[config.mk]
export PLATFORM = sky130hd
export DESIGN_NAME = dual_pad_scanner
export DESIGN_NICKNAME = d
export VERILOG_FILES = /design/src/rtl/dual_pad_scanner.sv
export SDC_FILE = /design/constraint.sdc
export NUM_CORES = 1
export LEC_CHECK = 0
export ABC_AREA = 1
export BUFFER_PORTS_ARGS = -buffer_cell sky130_fd_sc_hd__buf_2
export CORE_UTILIZATION = 23
export CTS_CLUSTER_SIZE = 20
export DETAILED_ROUTE_END_ITERATION = 8
export GPL_TIMING_DRIVEN = 1
export PLACE_DENSITY = 0.36
export SYNTH_ARGS = -nofsm -noshare
export SYNTH_HDL_FRONTEND = slang
export SYNTH_SLANG_ARGS = --single-unit
[constraint.sdc]
create_clock -name clk -period 2.7 [get_ports clk]
set_input_delay 0.27 -clock clk [delete_from_list [all_inputs] [get_ports clk]]
set_output_delay 0.27 -clock clk [all_outputs]
set_load 0.01 [all_outputs]
[src/rtl/dual_pad_scanner.sv]
module dual_pad_scanner #(
  parameter int LATCH_CYC  = 600,
  parameter int HALF_CYC   = 300,
  parameter int PERIOD_CYC = 50000
) (
  input  logic       clk,
  input  logic       rst_n,
  input  logic       wide_mode,
  input  logic       pad0_sd,
  input  logic       pad1_sd,
  output logic       pad_latch,
  output logic       pad_clk,
  output logic [7:0] pad0_lo,
  output logic [7:0] pad0_hi,
  output logic [7:0] pad1_lo,
  output logic [7:0] pad1_hi
);
  localparam int MAXD = (LATCH_CYC > HALF_CYC) ? LATCH_CYC : HALF_CYC;
  localparam int CW   = $clog2(MAXD) + 1;
  localparam int PW   = $clog2(PERIOD_CYC) + 1;

  typedef enum logic [1:0] {S_IDLE, S_LATCH, S_LOW, S_HIGH} st_t;

  st_t          st;
  logic [CW-1:0] cnt;
  logic [PW-1:0] pcnt;
  logic [3:0]    bitn;
  logic          wide_q;
  logic [15:0]   sh0, sh1;

  wire tick     = (pcnt == PW'(PERIOD_CYC - 1));
  wire cnt_done = (cnt == '0);
  wire last_bit = (bitn == (wide_q ? 4'd15 : 4'd7));
  wire commit   = (st == S_HIGH) && cnt_done && last_bit;

  assign pad_latch = (st == S_LATCH);
  assign pad_clk   = (st == S_HIGH);

  always_ff @(posedge clk) begin
    if (!rst_n) pcnt <= '0;
    else        pcnt <= tick ? '0 : pcnt + 1'b1;
  end

  always_ff @(posedge clk) begin
    if (!rst_n) begin
      st      <= S_IDLE;
      cnt     <= '0;
      bitn    <= '0;
      wide_q  <= 1'b0;
      sh0     <= '0;
      sh1     <= '0;
      pad0_lo <= '0;
      pad0_hi <= '0;
      pad1_lo <= '0;
      pad1_hi <= '0;
    end else begin
      case (st)
        S_IDLE: if (tick) begin
          st     <= S_LATCH;
          cnt    <= CW'(LATCH_CYC - 1);
          wide_q <= wide_mode;
          bitn   <= '0;
        end
        S_LATCH: if (cnt_done) begin
          st  <= S_LOW;
          cnt <= CW'(HALF_CYC - 1);
        end else cnt <= cnt - 1'b1;
        S_LOW: if (cnt_done) begin
          sh0[bitn] <= ~pad0_sd;
          sh1[bitn] <= ~pad1_sd;
          st        <= S_HIGH;
          cnt       <= CW'(HALF_CYC - 1);
        end else cnt <= cnt - 1'b1;
        S_HIGH: if (cnt_done) begin
          if (last_bit) begin
            st      <= S_IDLE;
            pad0_lo <= sh0[7:0];
            pad1_lo <= sh1[7:0];
            pad0_hi <= wide_q ? sh0[15:8] : 8'h00;
            pad1_hi <= wide_q ? sh1[15:8] : 8'h00;
          end else begin
            bitn <= bitn + 1'b1;
            st   <= S_LOW;
            cnt  <= CW'(HALF_CYC - 1);
          end
        end else cnt <= cnt - 1'b1;
        default: st <= S_IDLE;
      endcase
    end
  end


  latch_clk_excl_chk: assert property (@(posedge clk) disable iff (!rst_n)
    !(pad_latch && pad_clk));


  latch_on_period_chk: assert property (@(posedge clk) disable iff (!rst_n)
    (!pad_latch && !pad_clk && st == S_IDLE && tick) |=> pad_latch);


  latch_only_after_tick_chk: assert property (@(posedge clk) disable iff (!rst_n)
    (st == S_IDLE && !tick) |=> !pad_latch);


  mode_hold_chk: assert property (@(posedge clk) disable iff (!rst_n)
    (st != S_IDLE) |=> (st == S_IDLE || $stable(wide_q)));


  bitn_range_chk: assert property (@(posedge clk) disable iff (!rst_n)
    bitn <= (wide_q ? 4'd15 : 4'd7));


  snap_hold_chk: assert property (@(posedge clk) disable iff (!rst_n)
    !commit |=> $stable({pad0_lo, pad0_hi, pad1_lo, pad1_hi}));


  basic_hi_zero_chk: assert property (@(posedge clk) disable iff (!rst_n)
    (commit && !wide_q) |=> (pad0_hi == 8'h00 && pad1_hi == 8'h00));
endmodule

==> results.sh, run 1 <==
export IMPL_hold_class="primary input to flop"
export IMPL_syn_avg_cell_area_sq_um=7.38
export IMPL_drt_iter0_drc=99
export IMPL_p_leak_nw=2.40
export IMPL_drv_slew=0
export IMPL_die_w_um=146
export IMPL_grt_pass1_wl_um=19800
export IMPL_min_period_over_period_pct=77.3
export IMPL_layout_setup_ws_ns=0.612
export IMPL_coreArea_sq_um=20400
export IMPL_clock_path_buffers=2
export IMPL_syn_nets=662
export IMPL_dr_total_vias=3972
export IMPL_worst_setup_path_end_kind="flop"
export IMPL_power_w=0.00286
export IMPL_crit_type="flop to flop"
export IMPL_cts_max_level=3
export IMPL_synth_seq_cells=99
export IMPL_worst_slew_pin_slew_ns=0.708
export IMPL_wl_um=11700
export IMPL_ys_types=36
export IMPL_rows=52
export IMPL_post_cts_setup_buffers=0
export IMPL_post_cts_resized=0
export IMPL_timing_hold_violations_final=0
export IMPL_min_period_ns=2.09
export IMPL_status="complete, no violations"
export IMPL_grt_overflow_total=0
export IMPL_grt_pass1_vias=3861
export IMPL_drc=0
export IMPL_die_area_sq_um=21400
export IMPL_max_slew_margin_pct=52.6
export IMPL_worst_path_max_fanout=33
export IMPL_antenna_cells=0
export IMPL_setup_viol=0
export IMPL_pin_count=39
export IMPL_avgViaCountPerCell=4.14
export IMPL_grt_setup_unrepaired="false"
export IMPL_cts_root_buffer="clkbuf_16"
export IMPL_mostFrequentLayoutCells="134 x nand2_1, 115 x nor2_1, 99 x dfxtp_1"
export IMPL_max_freq_mhz=479
export IMPL_timing_max_cap_violations=0
export IMPL_cts_sinks=99
export IMPL_final_nets=696
export IMPL_finClkSkew_ns=0.00724
export IMPL_ant_nets=0
export IMPL_clkLatencyLatePin_ns=0.34
export IMPL_layout_drive_gt1_share_pct=17.6
export IMPL_grt_usage_pct=11.6
export IMPL_cts_buffers=9
export IMPL_powerDensity_nw_per_um2=515
export IMPL_fill_cells=2253
export IMPL_whs_ns=0.212
export IMPL_syn_inst=650
export IMPL_cts_hold_buf=0
export IMPL_start_util_pct=23.6
export IMPL_ys_seq_area_share_pct=41.3
export IMPL_die_h_um=146
export IMPL_final_common_cell="nand2_1"
export IMPL_routedWlPerCell_um=12.2
export IMPL_dpl_worst_slack_ns=0.592
export IMPL_cp_arrival_ns=2.32
export IMPL_area_growth_pct=15.5
export IMPL_gp_routability_congestion=0.816
export IMPL_yosys_warnings=0
export IMPL_drtPass1Iterations=4
export IMPL_startpoint_type="flop"
export IMPL_dp_hpwl_um=8490
export IMPL_clk_pin_slew_worst_paths_ns=0.07
export IMPL_required_ns=2.94
export IMPL_tns_ns=0
export IMPL_portBuffers=38
export IMPL_antenna_found_initial=0
export IMPL_ir_worst_vdd_v=0.000252
export IMPL_syn_area_sq_um=4800
export IMPL_grt_start_max_net_pins=39
export IMPL_tritoncts="done"
==> flip-flops by register name, summed over array words and instances, names as in the netlist, 2 cells and up <==
register / count
pad1_hi: 8
pcnt: 17
bitn: 4
cnt: 11
pad1_lo: 8
pad0_lo: 8
sh1: 16
st: 2
sh0: 16
pad0_hi: 8
==> synth_stat cells, drive strengths merged <==
master / count / area share, %
nand2: 143 / 12
nor2: 132 / 15
dfxtp: 99 / 41
inv: 82 / 6.4
a21oi: 67 / 8.6
nand3: 31 / 3.8
o21ai: 27 / 2.8
nor3: 17 / 2.3
buf: 12 / 2.0
clkbuf: 9 / 0.78
ha: 7 / 1.8
xor2: 7 / 1.3
nand4: 5 / 0.65
or2: 3 / 0.39
nor3b: 2 / 0.31
o211ai: 2 / 0.31
xnor2: 2 / 0.37
clkinv: 1 / 0.078
o21a: 1 / 0.16
o21bai: 1 / 0.16
==> metrics by stage <==
step	util (%)	std cells	cell area (sq um)
6_report	27.2	959	5540
3_5_place_dp	25.7	943	5240
2_1_floorplan	-	650	4800
3_3_place_gp	25.7	943	5240
4_1_cts	27.2	959	5540
5_1_grt	27.2	959	5540
==> cell type report <==
class / count / area (sq um) / share of cell area, %
Inverter: 83 / 312 / 5.62
Tap cell: 270 / 338 / 6.09
Clock buffer: 12 / 256 / 4.63
Clock inverter: 4 / 48.8 / 0.880
Multi-Input combinational cell: 447 / 2370 / 42.8
Timing Repair Buffer: 44 / 235 / 4.24
Sequential cell: 99 / 1980 / 35.8
==> cell families after synthesis <==
group / share of synthesized area (%)
XOR/XNOR: 1.64
AND/OR/NAND/NOR: 34.0
flip-flops: 41.3
adder cells (fa/ha/maj): 1.83
buffers and inverters: 9.28
AO/OA/AOI/OAI: 12.0
==> power breakdown <==
group / switching (W) / leakage [nW] / internal, W / total, W
Clock: 0.000561 / 0.153 / 0.000769 / 0.00133
Sequential: 0.00000262 / 0.798 / 0.00146 / 0.00147
Combinational: 0.0000468 / 1.45 / 0.0000133 / 0.0000600
Total: 0.000610 / 2.40 / 0.00224 / 0.00286
==> layer usage <==
metal	up-vias	global-route usage, %	share of wire, %
li1	2110	-	-
met3	2	3.41	2.1
met2	39	19.3	48
met5	-	0	0
met1	1821	14.6	50
met4	0	2.81	0.50
==> path summary, 6_finish.rpt <==
check / cells past startpoint / start / slack (ns) / to
worst max-delay path: 8 / bitn[1]$_SDFFE_PN0P_ / 0.61 / pad1_lo[1]$_SDFFE_PN0P_
worst min-delay path: 3 / wide_mode / 0.21 / wide_q$_SDFFE_PN0P_
worst max register to register: 8 / bitn[1]$_SDFFE_PN0P_ / 0.61 / pad1_lo[1]$_SDFFE_PN0P_
worst min register to register: 1 / pcnt[0]$_SDFF_PP0_ / 0.45 / pcnt[0]$_SDFF_PP0_
==> worst max-delay path, cell delays in order (launching register included) <==
cell     delay, ns
dfxtp_1       0.40
ha_1          0.23
inv_1         0.12
nor2_2        0.16
nand3_4       0.13
inv_2         0.09
nand2_2       0.39
o21ai_0       0.37
nor2_1        0.06
Note: power is estimated with default switching activity, not from simulation.
==> inputs of run 2 (changes only) <==
- PLACE_DENSITY: 0.36 -> 0.37
- clock period: 2.7 -> 1.7 ns (I/O delays scaled with it)
==> run 2 against run 1 <==
Net effect:
- sequential power is 59% higher
- total power is 64% higher
- highest routed layer unchanged
- global-route usage is 0.39 points higher
==> results.sh, run 2 (same netlist as run 1, synthesis figures left out) <==
export IMPL_min_period_over_period_pct=92.6
export IMPL_layout_cells_non_filler=984
export IMPL_finClkSkew_ns=0.0104
export IMPL_multi_input_area_sq_um=2420
export IMPL_reg_top3="pcnt x17, sh0 x16, sh1 x16"
export IMPL_drt_iter0_drc=172
export IMPL_die_w_um=146
export IMPL_clock_path_buffers=2
export IMPL_clk_pin_slew_worst_paths_ns=0.07
export IMPL_ir_worst_vdd_v=0.000462
export IMPL_cts_buffers=9
export IMPL_drtPass1Iterations=6
export IMPL_cpPeakStageDelay_ns=0.34
export IMPL_regMostFlops="pcnt"
export IMPL_max_slew_margin_pct=79.9
export IMPL_grt_setup_unrepaired="true"
export IMPL_crit_type="flop to flop"
export IMPL_grt_overflow_total=0
export IMPL_die_h_um=146
export IMPL_fill_cells=2174
export IMPL_worst_slew_pin_slew_ns=0.300
export IMPL_cts_root_buffer="clkbuf_16"
export IMPL_drv_slew=0
export IMPL_grt_usage_pct=12.0
export IMPL_p_leak_nw=2.55
export IMPL_tns_ns=0
export IMPL_avgViaCountPerCell=4.14
export IMPL_grt_pass1_vias=4056
export IMPL_worst_setup_path_end_kind="flop"
export IMPL_crit_path_cell_trace="ha_2, nand3_1, buf_4, nor2_1, nand4_1, or2_2, a21oi_1"
export IMPL_cts_max_level=3
export IMPL_pin_count=39
export IMPL_final_nets=721
export IMPL_final_common_cell="nand2_1"
export IMPL_fin_util_pct=28.8
export IMPL_grt_pass1_wl_um=20500
export IMPL_start_util_pct=23.6
export IMPL_die_area_sq_um=21400
export IMPL_min_period_ns=1.57
export IMPL_register_area_sq_um=1980
export IMPL_dr_total_vias=4074
export IMPL_worst_path_max_fanout=3
export IMPL_clkLatencyLatePin_ns=0.36
export IMPL_layout_setup_ws_ns=0.126
export IMPL_status="complete, no violations"
export IMPL_antenna_found_initial=0
export IMPL_gp_routability_congestion=0.816
export IMPL_portBuffers=38
export IMPL_area_growth_pct=22.2
export IMPL_ant_nets=0
export IMPL_path_delay_family="simple AND/OR/NAND/NOR gates"
export IMPL_required_ns=1.99
export IMPL_setup_viol=0
export IMPL_largest_reg_flops=17
export IMPL_rows=52
export IMPL_cp_arrival_ns=1.87
export IMPL_path_buf_inv=1
export IMPL_cts_sinks=99
export IMPL_coreArea_sq_um=20400
export IMPL_dp_hpwl_um=8950
export IMPL_grt_start_max_net_pins=39
export IMPL_powerDensity_nw_per_um2=798
export IMPL_timing_hold_violations_final=0
export IMPL_max_freq_mhz=635
export IMPL_routedWlPerCell_um=12.3
export IMPL_drc=0
export IMPL_placed_cells=967
export IMPL_timing_max_cap_violations=0
export IMPL_hold_class="primary input to flop"
export IMPL_antenna_cells=0
export IMPL_r2r_setup_slack_ns=0.13
export IMPL_startpoint_type="flop"
export IMPL_dpl_worst_slack_ns=-0.000880
export IMPL_crit_slowest_cell="dfxtp_2"
export IMPL_layout_drive_gt1_share_pct=22.4
export IMPL_wl_um=12100
export IMPL_mostFrequentLayoutCells="133 x nand2_1, 112 x nor2_1, 98 x dfxtp_1"
export IMPL_whs_ns=0.116
export IMPL_tritoncts="done"
-- run 2: power by group --
group,switching [W],internal (W)
clock network,0.000946,0.00129
registers,0.00000456,0.00232
logic,0.0000777,0.0000343
-- run 2: worst paths after layout --
| path | from | to | depth (start not counted) |
|---|---|---|---|
| max | pcnt[0]$_SDFF_PP0_ | pcnt[14]$_SDFF_PP0_ | 7 |
| min | wide_mode | wide_q$_SDFFE_PN0P_ | 3 |
| max reg2reg | pcnt[0]$_SDFF_PP0_ | pcnt[14]$_SDFF_PP0_ | 7 |
| min reg2reg | pcnt[0]$_SDFF_PP0_ | pcnt[0]$_SDFF_PP0_ | 1 |
-- run 2: layout make-up --
class,count,share of cell area (%)
Multi-Input combinational cell,447,41.3
Sequential cell,99,33.8
Timing Repair Buffer,69,8.34
Tap cell,270,5.76
Inverter,83,5.31
Clock buffer,10,3.90
Clock inverter,6,1.54
-- run 2: what timing repair did --
item | 4_1_cts | 5_1_grt
hold buffers | 0 | 0
resized for setup | 2 | 21
setup endpoints to repair | 2 | 48
buffers inserted | 0 | 1
pin swaps | 1 | 2
-- run 2: metrics by stage --
step | total power, W | instance area [sq um]
after floorplan | 0.00245 | 4800
after global placement | 0.00249 | 5480
after detailed placement | 0.00250 | 5480
after CTS | 0.00476 | 5810
after global routing | 0.00486 | 5870
final | 0.00468 | 5870
-- run 2: worst register-to-register path, delay by kind of cell (launching register included) --
kind | cells | cell delay [ns]
flops | 1 | 0.34
fa+ha+maj | 1 | 0.19
simple gates | 4 | 0.71
compound gates | 1 | 0.11
buf+inv | 1 | 0.17
-- run 2: layer usage --
layer | track usage [%] | part of all wire [%] | up-vias
li1 | - | - | 2154
met1 | 14.7 | 47 | 1868
met2 | 20.8 | 49 | 42
met3 | 3.28 | 3.0 | 10
met4 | 2.81 | 0.97 | 0
met5 | 0 | 0 | -
==> inputs of run 3 (changes only) <==
- RECOVER_POWER: default -> 50
==> run 3 against run 2 <==
Net effect:
- final area shrank 0.96%
- total power about the same
- global-route usage did not move
- sequential cell count is the same
- register-to-register slack is essentially flat
- clock-buffer cell count unchanged
- die area is the same
- critical endpoint is now bitn[0]$_SDFFE_PN0P_
- worst hold slack better by 0.00097 ns
- critical path depth up 2
==> results.sh, run 3 (same netlist as run 1, synthesis figures left out) <==
export IMPL_antenna_cells=0
export IMPL_placed_cells=967
export IMPL_timing_hold_violations_final=0
export IMPL_top_usage_layer="met2"
export IMPL_grt_start_max_net_pins=39
export IMPL_drv_slew=0
export IMPL_dp_hpwl_um=8950
export IMPL_regMostFlops="pcnt"
export IMPL_startpoint_type="flop"
export IMPL_grt_pass1_vias=4056
export IMPL_area_growth_pct=21.1
export IMPL_clock_path_buffers=2
export IMPL_clkLatencyLatePin_ns=0.36
export IMPL_dpl_instance_area_sq_um=5480
export IMPL_powerDensity_nw_per_um2=805
export IMPL_drtPass1Iterations=6
export IMPL_antenna_found_initial=0
export IMPL_final_area_sq_um=5810
export IMPL_drc=0
export IMPL_portBuffers=38
export IMPL_cts_hold_buf=0
export IMPL_gp_routability_congestion=0.816
export IMPL_hp_start="wide_mode"
export IMPL_final_common_cell="nand2_1"
export IMPL_avgViaCountPerCell=4.13
export IMPL_cts_sinks=99
export IMPL_reg_top3="pcnt x17, sh0 x16, sh1 x16"
export IMPL_grt_pass1_wl_um=20500
export IMPL_status="complete, no violations"
export IMPL_hold_class="primary input to flop"
export IMPL_ant_nets=0
export IMPL_cts_max_level=3
export IMPL_worst_path_max_fanout=5
export IMPL_drt_iter0_drc=155
export IMPL_grt_usage_pct=12.0
export IMPL_layout_drive_gt1_share_pct=17.6
export IMPL_p_leak_nw=2.40
export IMPL_cts_root_buffer="clkbuf_16"
export IMPL_grt_setup_unrepaired="true"
export IMPL_fill_cells=2181
export IMPL_timing_max_cap_violations=0
export IMPL_layout_setup_ws_ns=0.113
export IMPL_pin_count=39
export IMPL_routedWlPerCell_um=12.3
export IMPL_cts_buffers=9
export IMPL_start_util_pct=23.6
export IMPL_layout_cells_non_filler=984
export IMPL_tns_ns=0
export IMPL_mostFrequentLayoutCells="133 x nand2_1, 113 x nor2_1, 98 x dfxtp_1"
export IMPL_dr_total_vias=4065
export IMPL_max_slew_margin_pct=79.9
export IMPL_gr_usage_met1_pct=14.7
export IMPL_largest_reg_flops=17
export IMPL_finClkSkew_ns=0.0104
export IMPL_clk_pin_slew_worst_paths_ns=0.07
export IMPL_crit_type="flop to flop"
export IMPL_whs_ns=0.117
export IMPL_die_w_um=146
export IMPL_grt_util_met2_pct=20.8
export IMPL_dpl_worst_slack_ns=-0.000880
export IMPL_final_nets=721
export IMPL_die_h_um=146
export IMPL_min_period_ns=1.59
export IMPL_worst_slew_pin_slew_ns=0.300
export IMPL_coreArea_sq_um=20400
export IMPL_ir_worst_vdd_v=0.000462
export IMPL_tritoncts="done"
export IMPL_cp_arrival_ns=1.83
export IMPL_die_area_sq_um=21400
export IMPL_r2r_start="pcnt[0]$_SDFF_PP0_"
export IMPL_max_freq_mhz=630
export IMPL_use_met3_pct=3.28
export IMPL_min_period_over_period_pct=93.3
export IMPL_wl_um=12100
export IMPL_rows=52
export IMPL_worst_setup_path_end_kind="flop"
export IMPL_grt_overflow_total=0
export IMPL_required_ns=1.94
export IMPL_setup_viol=0
export IMPL_critPathLaunch="pcnt[0]$_SDFF_PP0_"
## run 3: cell count changes in the layout (fill, tap and decap cells not counted)
cell      previous run  this run
buf_12               5         4
clkbuf_4             0         1
buf_2               38         5
nor2_1             112       113
clkbuf_1             1        34
nor2_2               4         3
## run 3: where the power goes
group | leakage (nW) | switching [W] | total [W] | internal [W]
combinational | 1.45 | 0.0000769 | 0.000108 | 0.0000311
sequential | 0.798 | 0.00000456 | 0.00233 | 0.00232
clock | 0.153 | 0.000946 | 0.00224 | 0.00129
## run 3: final timing paths
path | end | slack, ns | cells past startpoint
min | wide_q$_SDFFE_PN0P_ | 0.12 | 3
max reg2reg | bitn[0]$_SDFFE_PN0P_ | 0.11 | 9
min reg2reg | pcnt[0]$_SDFF_PP0_ | 0.42 | 1
max | bitn[0]$_SDFFE_PN0P_ | 0.11 | 9
## run 3: layout make-up
cell class                      count  area, sq um  share of cell area [%]
Multi-Input combinational cell    447         2420                    41.7
Inverter                           83          312                    5.36
Clock buffer                       10          229                    3.94
Tap cell                          270          338                    5.82
Sequential cell                    99         1980                    34.1
Clock inverter                      6         90.1                    1.55
Timing Repair Buffer               69          435                    7.50
## run 3: per-layer routing
| layer | vias to the layer above | part of all wire (%) |
|---|---|---|
| li1 | 2151 | - |
| met1 | 1869 | 47 |
| met2 | 35 | 49 |
| met3 | 10 | 2.6 |
| met4 | 0 | 0.97 |
| met5 | - | 0 |
## run 3: what timing repair did
action	4_1_cts	5_1_grt
setup endpoints to repair	2	48
buffers inserted	0	1
gates resized for setup	2	21
pin swaps	1	2
## run 3: critical path, stage by stage (launching register included)
cell     delay (ns)
dfxtp_2        0.34
ha_2           0.19
nand3_1        0.10
nor2_1         0.22
nand4_1        0.12
buf_4          0.17
nand2_1        0.10
inv_1          0.07
nor2_1         0.11
nor2_1         0.05
## run 3: metrics by stage
stage / total power [W] / utilization (%)
final: 0.00468 / 28.5
after floorplan: 0.00245 / -
after CTS: 0.00476 / 28.5
after global placement: 0.00249 / 26.9
after global routing: 0.00485 / 28.5
after detailed placement: 0.00250 / 26.9
